[src/rtl/brCondPkg.sv]
package brCondPkg;
  // Strobes from control to datapath
  typedef struct packed {
    logic load;
    logic clear;
  } brStrobes_t;

  // Base tests selected by cond[2:0]; cond[3] inverts the result
  typedef enum logic [2:0] {
    BASE_ALWAYS = 3'd0,
    BASE_NOCARRY = 3'd1,
    BASE_NOOVF = 3'd2,
    BASE_ZERO = 3'd3,
    BASE_SGE = 3'd4,
    BASE_SGT = 3'd5,
    BASE_PLUS = 3'd6,
    BASE_FALSE = 3'd7
  } baseTest_e;
endpackage

[src/rtl/brCondEval.sv]
module brCondEval
  import brCondPkg::*;
#(
  parameter int COND_W = 4
) (
  input  logic              flagN,
  input  logic              flagZ,
  input  logic              flagC,
  input  logic              flagV,
  input  logic [COND_W-1:0] cond,
  output logic              isTaken
);
  localparam int INV_BIT = COND_W - 1;

  baseTest_e baseSel;
  logic baseHit;
  logic signedGe;

  assign baseSel  = baseTest_e'(cond[2:0]);
  assign signedGe = ~(flagN ^ flagV);

  always_comb begin
    unique case (baseSel)
      BASE_ALWAYS:  baseHit = 1'b1;
      BASE_NOCARRY: baseHit = ~flagC;
      BASE_NOOVF:   baseHit = ~flagV;
      BASE_ZERO:    baseHit = flagZ;
      BASE_SGE:     baseHit = signedGe;
      BASE_SGT:     baseHit = ~flagZ & signedGe;
      BASE_PLUS:    baseHit = ~flagN;
      BASE_FALSE:   baseHit = 1'b0;
      default:      baseHit = 1'b0;
    endcase
  end

  assign isTaken = baseHit ^ cond[INV_BIT];
endmodule

[src/rtl/brDatapath.sv]
module brDatapath
  import brCondPkg::*;
#(
  parameter int ADDR_W = 32,
  parameter int DISP_W = 23,
  parameter int COND_W = 4,
  parameter int STEP   = 4
) (
  input  logic              clk,
  input  brStrobes_t        strb,
  input  logic              flagN,
  input  logic              flagZ,
  input  logic              flagC,
  input  logic              flagV,
  input  logic [COND_W-1:0] cond,
  input  logic [ADDR_W-1:0] pc,
  input  logic [DISP_W-1:0] disp,
  output logic              taken,
  output logic [ADDR_W-1:0] target
);
  localparam int EXT_W = ADDR_W - DISP_W;
  localparam logic [ADDR_W-1:0] STEP_V = ADDR_W'(STEP);

  logic              takenNext;
  logic [ADDR_W-1:0] dispExt;
  logic [ADDR_W-1:0] targetNext;

  brCondEval #(.COND_W(COND_W)) i_eval (
    .flagN  (flagN),
    .flagZ  (flagZ),
    .flagC  (flagC),
    .flagV  (flagV),
    .cond   (cond),
    .isTaken(takenNext)
  );

  assign dispExt    = {{EXT_W{disp[DISP_W-1]}}, disp};
  assign targetNext = pc + STEP_V + dispExt;

  always_ff @(posedge clk) begin
    if (strb.clear) begin
      taken  <= 1'b0;
      target <= '0;
    end else if (strb.load) begin
      taken  <= takenNext;
      target <= targetNext;
    end
  end
endmodule

[src/rtl/brControl.sv]
module brControl
  import brCondPkg::*;
(
  input  logic       clk,
  input  logic       rstN,
  input  logic       reqValid,
  output brStrobes_t strb,
  output logic       done
);
  assign strb.clear = ~rstN;
  assign strb.load  = rstN & reqValid;

  always_ff @(posedge clk) begin
    if (!rstN) done <= 1'b0;
    else       done <= reqValid;
  end
endmodule

[src/rtl/brCondUnit.sv]
module brCondUnit
  import brCondPkg::*;
#(
  parameter int ADDR_W = 32,
  parameter int DISP_W = 23,
  parameter int COND_W = 4
) (
  input  logic              clk,
  input  logic              rstN,
  input  logic              reqValid,
  input  logic              flagN,
  input  logic              flagZ,
  input  logic              flagC,
  input  logic              flagV,
  input  logic [COND_W-1:0] cond,
  input  logic [ADDR_W-1:0] pc,
  input  logic [DISP_W-1:0] disp,
  output logic              done,
  output logic              taken,
  output logic [ADDR_W-1:0] target
);
  brStrobes_t strb;

  brControl i_ctrl (
    .clk     (clk),
    .rstN    (rstN),
    .reqValid(reqValid),
    .strb    (strb),
    .done    (done)
  );

  brDatapath #(.ADDR_W(ADDR_W), .DISP_W(DISP_W), .COND_W(COND_W), .STEP(4)) i_dp (
    .clk   (clk),
    .strb  (strb),
    .flagN (flagN),
    .flagZ (flagZ),
    .flagC (flagC),
    .flagV (flagV),
    .cond  (cond),
    .pc    (pc),
    .disp  (disp),
    .taken (taken),
    .target(target)
  );
endmodule

[config.mk]
export PLATFORM = sky130hd
export DESIGN_NAME = brCondUnit
export DESIGN_NICKNAME = d
export VERILOG_FILES = /design/src/rtl/brCondPkg.sv /design/src/rtl/brCondEval.sv /design/src/rtl/brDatapath.sv /design/src/rtl/brControl.sv /design/src/rtl/brCondUnit.sv
export SDC_FILE = /design/constraint.sdc
export NUM_CORES = 1
export LEC_CHECK = 0
export ABC_AREA = 0
export BUFFER_PORTS_ARGS = -buffer_cell sky130_fd_sc_hd__buf_4
export CAP_MARGIN = 20
export CORE_MARGIN = 3
export CORE_UTILIZATION = 46
export CTS_CLUSTER_SIZE = 8
export DETAILED_ROUTE_END_ITERATION = 8
export GPL_TIMING_DRIVEN = 0
export PLACE_DENSITY_LB_ADDON = 0.3
export SKIP_CTS_REPAIR_TIMING = 1
export SLEW_MARGIN = 20
export SYNTH_ARGS = -nofsm -noshare
export SYNTH_HDL_FRONTEND = slang
export SYNTH_SLANG_ARGS = --single-unit
[constraint.sdc]
create_clock -name clk -period 3.77 [get_ports clk]
set_input_delay 0.1885 -clock clk [delete_from_list [all_inputs] [get_ports clk]]
set_output_delay 0.1885 -clock clk [all_outputs]
set_load 0.02 [all_outputs]
==> flow_results.org, run 1 <==
** Routing
- Total routed wirelength :: 9.67 mm
- After detailed routing, the average wire length per cell comes to about 16 um.
- Via count :: 3504
- In this run, the number of DRC markers left after iteration 0 of detailed routing was 234.
- Detail-routed via count per cell :: 5.73
- Final ANT Viol Nets :: 0
- Final routed DRC violation total :: 0
- The pre-antenna-repair detailed-routing pass consisted of 4 iterations.

** Die
- Placement Rows :: 30
- The die covers approximately 8500 um^2.
- The die is 92.3 um tall.
- Starting Density :: 48.8%
- 100 I/O pins were placed.
- The region available for standard cell placement spans 7020 um^2.
- Width of the die :: about 92 um

** Run status
- Outcome :: completed

** Clock network
- Clock tree synthesis found a total of 34 sinks.
- CTS clock-pin slew for the worst setup and hold paths :: ~0.08 ns
- Clk buf depth :: 2
- The H-tree was split into 2 levels.
- The root buffer cell chosen for the clock tree is clkbuf_8.
- TritonCTS built the clock tree.
- Insertion delay to the later sink of the worst-skew pair :: 0.30 ns
- In this run, CTS created clock tree buffers numbering 5.

** Synth
- Synthesis produced a netlist whose cell count is 411.
- Among all flip-flop cells after synthesis, the most frequent one is dfxtp_1.
- Of the total synthesized cell area, the portion taken by AND, OR, NAND and NOR gates is between 10% and 20%.
- For this run, the register share of the synthesized area comes to 19.9%.
- Of the total synthesized cell area, the portion taken by full adders, half adders and majority gates is 22.9%.
- In the synthesized netlist, mux cells make up 3.22% of the area.
- The synthesized netlist devotes 4.61% of its cell area to XOR and XNOR gates.
- Main combinational cell family by area after synthesis :: compound AO/OA/AOI/OAI gates
- Fraction of registers with async set or reset after synthesis :: 0%
- Synthesized flop and latch total :: 34
- Averaged over all synthesized cells, the footprint is 8.33 um^2.
- Number of enable-type register cells in the synthesized netlist :: 0
- In this run the cell area of the synthesized design comes to roughly 3400 um^2.
- YS warnings :: 0
- Number of nets in the synthesized netlist :: 539
- Summing the areas of all compound-gate instances in the mapped netlist gives 29.0% of the synthesized area.
- Synthesis instantiated 69 different standard cells from the library.

** Worst setup path
- The startpoint identified for the worst register-to-register timing path is i_dp.target[28]$_SDFFE_PN0P_.
- Stage delay of the slowest cell on the critical path :: 0.49 ns
- The critical path is of the in -> reg type.
- Most repeated library cell on the critical path :: ha_1
- STA puts the critical path data required time at 3.93 ns.
- Critical-path top delay cell :: o31ai_2
- The worst setup path is captured at a flop.
- Of all nets on the critical path, the largest fanout is 4.
- Worst reg-to-reg setup slack :: between 2 and 3 ns
- Kind of launch point of the worst setup path :: input port
- In this run the worst setup path begins at pc[1].
- Arrival @ worst endpoint :: 2.87 ns
- List of cells traversed by the critical path :: buf_4 > ha_1 > ha_1 > fa_1 > a21oi_1 > o211ai_1 > a21oi_2 > nor3_2 > o31ai_2 > mux2i_1 > o21ai_1

** STA
- The count of final max-slew check failures is 0.
- Setup slack closes at 1.07 ns.
- Total Negative Setup Slacks :: 0 ns
- The smallest clock period supported by the final layout is computed as roughly 2.7 ns.
- Layout Skew :: 0 ns
- In this run the tightest slew margin relative to its limit is 38.8%.
- Pin slew with the least headroom to its limit :: 0.915 ns
- Unrepaired setup endpoints after global routing :: false
- Final setup violation count :: 0
- The count of endpoints failing hold in the final timing report was 0.
- Derived from the worst setup path, the maximum achievable clock frequency is between 300 and 400 MHz.
- The final critical path takes up a little under three quarters of the cycle.

** Place
- DP HPWL :: 7.67 mm
- Quantity of I/O buffers inserted on ports :: a little under 100
- GPL Wtd Cong :: 0.892
- Placement Setup Slack :: 0.741 ns

** Power
- The completed layout was analyzed and its total power is 1.41 mW.
- In this run the power density over the cells is 324 nW/um^2.
- IR analysis of the VDD net gives a maximum drop of 0.000208 V.
- For this design the static power due to leakage is approximately 2.0 nW.

** Hold path
- The worst hold path begins at cond[3].
- The path class of the tightest hold or removal check is in -> reg.

** Global route
- met2 is the most crowded layer.
- Vias in the first global route :: between 3000 and 4000
- All-layer global routing usage :: 22.9%
- Maximum number of pins on one net before global-route repair :: 11
- GR Layer Usage met2 :: 39.8%
- Initial antenna violation count :: 0
- The first global-routing pass estimated roughly 16 mm of wire.
- For this run, global-route usage on met1 was measured as 28.9%.
- Global routing finished with a remaining overflow of 0.
- Met3 Resource Use GR :: between 5 and 6%

** Final layout
- After filler insertion, the fill cell instance count of the layout stands at 655.
- Leaving out fill and tap cells, the most frequent cell in the layout is buf_4.
- The post-route netlist has 24.0% of its cells at a drive strength greater than 1.
- The repair_antennas step left the layout with diodes totalling 0.
- Relative to the synthesized area, the layout overhead comes to 27.3%.
- The final layout contains ~640 nets.
- Highest-count cells in the layout ignoring fill and taps :: 98 x buf_4, 61 x ha_1, 41 x nor2_1
- Post-route core utilization :: 62.1%

** Flow run
- Max-cap violations in this run came to 0.
==> state kept, by name, summed over array words and instances, names as in the netlist <==
name	cells
i_dp.taken	1
i_dp.target	32
i_ctrl.done	1
==> worst max-delay path: cells and delay by family <==
family                   cells  cell delay, ns
buffers and inverters        1            0.11
adder cells (fa/ha/maj)      3            0.93
AO/OA/AOI/OAI                5            1.32
AND/OR/NAND/NOR              1            0.08
multiplexers                 1            0.24
==> power breakdown <==
| part | total (mW) | switching, mW | internal, mW |
|---|---|---|---|
| clock network | 0.279 | 0.155 | 0.124 |
| registers | 0.429 | 0.0249 | 0.404 |
| logic | 0.704 | 0.401 | 0.302 |
==> routing by layer <==
layer	wire (um)	up-vias
met3	846	14
met5	0	-
met1	4170	1591
li1	-	1755
met2	4550	144
met4	104	0
==> layout make-up <==
class | instances | area, um^2 | area share (%)
Sequential cell | 34 | 681 | 15.6
Inverter | 13 | 48.8 | 1.12
Multi-Input combinational cell | 355 | 2660 | 61.0
Clock inverter | 2 | 10.0 | 0.230
Buffer | 9 | 33.8 | 0.775
Clock buffer | 5 | 68.8 | 1.58
Timing Repair Buffer | 98 | 736 | 16.9
Tap cell | 96 | 120 | 2.76
==> synthesized netlist by cell type (3+ instances only) <==
master,n,share of area [%]
o211ai_1,7,1.5
o21ai_1,7,1.0
xor2_1,7,1.8
a21o_1,12,2.6
inv_1,11,1.2
nand3b_1,3,0.66
a211oi_1,8,1.8
and3_1,5,0.91
nand3_1,11,1.6
a21oi_2,3,0.77
a22oi_1,3,0.66
clkbuf_1,8,0.88
or3_1,4,0.73
a31oi_1,3,0.55
mux2i_1,11,3.2
nor2b_1,6,1.1
nor3_1,5,0.73
nor2_1,41,4.5
o31ai_1,3,0.66
dfxtp_1,34,20
ha_1,61,22
o21ai_0,21,3.1
nand2_1,34,3.7
a21oi_1,38,5.6
xnor2_1,11,2.8
==> through the flow <==
| stage | cells | area [um^2] | hold WS (ns) |
|---|---|---|---|
| floorplan | 411 | 3420 | 0.393 |
| global placement | 605 | 4280 | 0.439 |
| detailed placement | 605 | 4280 | 0.451 |
| CTS | 612 | 4360 | 0.197 |
| global route | 612 | 4360 | 0.218 |
| finish | 612 | 4360 | 0.193 |
==> cell families (layout without fill, tap and decap cells) <==
kind of cell	Yosys count	in the layout
buf+inv	22	127
fa+ha+maj	62	62
xor+xnor	18	18
compound gates	138	138
flops	34	34
mux	11	11
simple gates	126	126
==> final timing paths <==
kind,endpoint,cells past startpoint
max,i_dp.target[27]$_SDFFE_PN0P_,11
min,i_dp.taken$_SDFFE_PN0P_,3
max reg2reg,i_dp.target[28]$_SDFFE_PN0P_,4
min reg2reg,i_dp.target[25]$_SDFFE_PN0P_,2
Power figures use the tool's default switching activity.
==> run 2, diff against run 1 <==
--- a/config.mk
+++ b/config.mk
@@ -5,7 +5,7 @@
 export SDC_FILE = /design/constraint.sdc
 export NUM_CORES = 1
 export LEC_CHECK = 0
-export ABC_AREA = 0
+export ABC_AREA = 1
 export BUFFER_PORTS_ARGS = -buffer_cell sky130_fd_sc_hd__buf_4
 export CAP_MARGIN = 20
 export CORE_MARGIN = 3
==> constraint.sdc (replaced) <==
create_clock -name clk -period 2.7 [get_ports clk]
set_input_delay 0.135 -clock clk [delete_from_list [all_inputs] [get_ports clk]]
set_output_delay 0.135 -clock clk [all_outputs]
set_load 0.02 [all_outputs]
==> run 2 against run 1 <==
Against the previous run:
- cell area grew 13%
- utilization shrank 2.6 points
- total power grew 43%
- routed wire length grew 8.9%
- largest power group unchanged
- sequential cell count is the same
- global-route usage shrank 1.1 points
==> flow_results.org, run 2 <==
** Die
- Core Area :: 8300 um^2 (+18%)
- Die Footprint :: 9800 um^2 (+15%)
- Placement Rows :: 33 (+10%)
- Width of the die :: 99.0 um (+7.3%)
- Starting Density :: 47.9% (-0.84 points)
- Height of the die :: 99.0 um (+7.3%)
- Top-level I/O count :: 100 (unchanged)

** Worst setup path
- The arrival time at the worst endpoint came to 2.35 ns (-0.52 ns).
- Among the stages of the critical path, the cell type that occurs most often is nand3_1.
- Kind of launch point of the worst setup path :: input port
- The count of buffer and inverter cells on the critical path is 2 (+1).
- Number of gates on the worst path with buffers counted :: 14 (+3)
- STA classifies the critical path endpoint as a flop.
- The worst-path maximum fanout is 4 (unchanged).
- The cell family contributing the most delay on the critical path is simple AND/OR/NAND/NOR gates.
- The signal on the critical path passes through buf_4 > ha_1 > ha_1 > fa_1 > nand3_1 > nand3_1 > nand3_1 > nand3_2 > nand3_1 > nand2_1 > nand2_1 > nand3_1 > nand2_1 > inv_1.
- Worst setup path class :: in -> reg
- The number of cell instances on the worst register-to-register path is 4 (unchanged).
- Required arrival time at the worst endpoint :: 2.88 ns (-1.05 ns)
- The slowest stage of the critical path is the fa_1 cell.
- The maximum cell stage delay along the critical path was 0.47 ns (-0.02 ns).

** Run status
- The flow ran to the end, and the final reports show no timing, DRC or antenna violations.

** STA
- Layout Skew :: 0 ns (unchanged)
- Unrepaired setup endpoints after global routing :: false
- After layout, the worst path uses 80.1% of the clock period.
- The clock period could shrink to 2.16 ns.
- The setup slack of the critical path after layout is 0.539 ns (-0.527 ns).
- Final count of pins violating max slew :: 0 (unchanged)
- Max-Slew Margin vs Limit :: 65.8% (+27 points)
- Upper clock frequency limit :: 463 MHz
- Total Negative Setup Slacks :: 0 ns (unchanged)
- Final Hold Viols :: 0 (unchanged)
- The actual slew at the worst max-slew pin is 0.512 ns (-0.402 ns).
- Final setup violation count :: 0 (unchanged)

** Synth
- The average cell area after synthesis came to 5.86 um^2 (-30%).
- Netlist area before placement :: 3980 um^2 (+16%)
- Top post-synthesis cells by area :: nand2_1 23%, ha_1 19%, dfxtp_1 17%
- The synthesis warning total is 0 (unchanged).
- Fraction of registers with async set or reset after synthesis :: 0% (unchanged)
- Share of synthesized cell area in full adder, half adder and majority cells :: 19.7% (-3.2 points)
- The number of distinct standard cells referenced by the synthesized netlist is 29 (-58%).
- The sequential fraction of the synthesis area is 17.1% (-2.8 points).
- By count the netlist is led by 244 x nand2_1, 127 x inv_1, 61 x ha_1, 51 x nand3_1, 49 x nor2_1.
- The xor/xnor cell area share of the yosys netlist was 3.08% (-1.5 points).
- By area, the combinational part of the netlist is dominated by simple AND/OR/NAND/NOR gates.
- For this run, the leading register cell type out of synthesis is dfxtp_1.
- Fraction of synthesized cell area taken by the top area cell type :: 23.0% (+0.73 points)
- Of all cell types, the one taking the most synthesized area is nand2_1.
- The share of synthesized area spent on multiplexers came to 0% (-3.2 points).
- Number of enable-type register cells in the synthesized netlist :: 0 (unchanged)
- Synth Area in Simple Gates :: 39.4% (+21 points)
- The fraction of the mapped netlist area in compound gates came to 7.42% (-22 points).
- Number of nets in the synthesized netlist :: 807 (+50%)
- Cell count after synthesis :: 679 (+65%)
- Most frequent cell after synthesis :: nand2_1
- Synthesized flop and latch total :: 34 (unchanged)

** Place
- Total instance count after detailed placement :: 882 (+46%)
- The worst slack at placement came to 0.299 ns (-0.442 ns).
- The placer congestion estimate came to 0.862 (-3.4%).
- The half-perimeter wire length of the detailed placement result is 9.26 mm (+21%).
- Quantity of I/O buffers inserted on ports :: 98 (unchanged)

** Routing
- Met1 routed wirelength after detailed routing :: 5.42 mm (+30%)
- The starting DRC count in detailed routing was 240 (+2.6%).
- Met2 Wirelength :: 4.45 mm (-2.2%)
- Top metal layer carrying routed signals :: met4
- Final routed DRC violation total :: 0 (unchanged)
- The detailed-route vias per instance came to 4.83 (-16%).
- The average detailed-routed wire length per instance is 11.8 um (-25%).
- The number of antenna-violating nets in the routed design was 0 (unchanged).
- Drt first pass iters :: 5 (+1)
- The total via count after detailed routing was 4299 (+23%).
- Detailed-routed wire length on met3 :: 544 um (-36%)
- The wire length after detailed routing is 10.5 mm (+8.9%).

** Clock network
- The maximum clock path buffer count came to 2 (unchanged).
- Insertion delay to the later sink of the worst-skew pair :: 0.28 ns (-0.02 ns)
- Clock tree from TritonCTS :: done
- The maximum level of the CTS H-tree came to 2 (unchanged).
- The clock-pin slew reported for the worst setup and hold paths after clock tree synthesis is 0.07 ns (about the same).
- Cts bufs inserted :: 5 (unchanged)
- Number of clock sinks seen by CTS :: 34 (unchanged)
- The tree is rooted in a clkbuf_8.

** Final layout
- Number of flip-flops under the largest register name :: 32 (unchanged)
- Non-filler cells in the finished layout :: 890 (+45%)
- Largest reg by FF count :: i_dp.target
- Leaving out fill and tap cells, the most frequent cell in the layout is nand2_1.
- In the final layout, the registers with the most flip-flops are i_dp.target x32, i_ctrl.done x1, i_dp.taken x1.
- The share of post-route cells with drive strength above 1 is 16.7% (-7.3 points).
- Highest-count cells in the layout ignoring fill and taps :: 244 x nand2_1, 127 x inv_1, 98 x buf_4
- Number of nets at the end of the flow :: 912 (+42%)
- The final antenna diode count was 0 (unchanged).
- From synthesis to final layout, the design area changed by 24.2%.
- Post-route core utilization :: 59.5% (-2.6 points)

** Global route
- Total gr overflow :: 0 (unchanged)
- The number of global-route vias before repair came to 3879 (+13%).
- Wire length of the first global-routing pass :: 17.7 mm (+10%)
- The number of antenna violations at the first check in global routing is 0 (unchanged).
- The overall global routing resource usage is 21.8% (-1.1 points).
- The maximum number of pins on one net before global-route repair was 12 (+1).

** Power
- IR drop worst, VDD :: 0.000184 V (-12%)
- Leakage power of the design :: 3.04 nW (+49%)
- The post-route total power came to 2.02 mW (+43%).
- The power per standard cell area is 409 nW/um^2 (+26%).

** Hold path
- The number of instances on the worst hold path is 3 (unchanged).
- In this run the worst hold path is classified as in -> reg.

** Flow run
- The number of max-cap violations came to 0 (unchanged).
==> run 2: cell count changes after synthesis, sizes merged, moves of 6 or more <==
cell and change:
o211ai -7, nor2b -6, a211oi -10, a21o -11
o21ai -6, a21oi -17, nand3 +44, inv +119
mux2i -11, nand2 +219, nor2 +13
==> run 2: worst paths after layout <==
path	from	end	slack (ns)
hold / removal	cond[3]	i_dp.taken$_SDFFE_PN0P_	0.12
hold reg to reg	i_dp.target[4]$_SDFFE_PN0P_	i_dp.target[4]$_SDFFE_PN0P_	0.49
setup / recovery	pc[1]	i_dp.target[21]$_SDFFE_PN0P_	0.54
setup reg to reg	i_dp.target[3]$_SDFFE_PN0P_	i_dp.target[3]$_SDFFE_PN0P_	2.02
==> run 2: cell families (layout without fill, tap and decap cells) <==
logic type	Yosys count	count (layout)
simple gates	374	374
flops	34	34
xor+xnor	14	14
compound gates	54	54
buf+inv	141	247
fa+ha+maj	62	62
==> run 2: worst register-to-register path, stage by stage, from the launching register on <==
cell	delay, ns
dfxtp_1	0.31
nor2_1	0.09
nor2_1	0.05
o21ai_0	0.07
inv_1	0.05
==> run 2: where the power goes <==
part | internal, mW | total, mW | switching, mW
logic | 0.409 | 1.04 | 0.634
clock network | 0.205 | 0.387 | 0.182
registers | 0.562 | 0.592 | 0.0303
==> run 2: metrics by stage <==
step                      hold slack, ns  instance area (um^2)
after floorplan                    0.285                  3980
after global placement             0.411                  4840
after detailed placement           0.411                  4840
after CTS                          0.114                  4940
after global routing               0.111                  4940
final                              0.121                  4940
==> run 2: area by class of cell <==
class / instances / area (um^2)
Buffer: 9 / 35.0
Clock buffer: 6 / 82.6
Clock inverter: 2 / 12.5
Fill cell: 850 / 3360
Inverter: 132 / 495
Multi-Input combinational cell: 504 / 2770
Sequential cell: 34 / 681
Tap cell: 105 / 131
Timing Repair Buffer: 98 / 736
==> run 2: routing by layer <==
layer,up-vias,track usage [%]
li1,2316,-
met1,1864,32.2
met2,110,34.6
met3,9,2.12
met4,0,4.31
met5,-,0
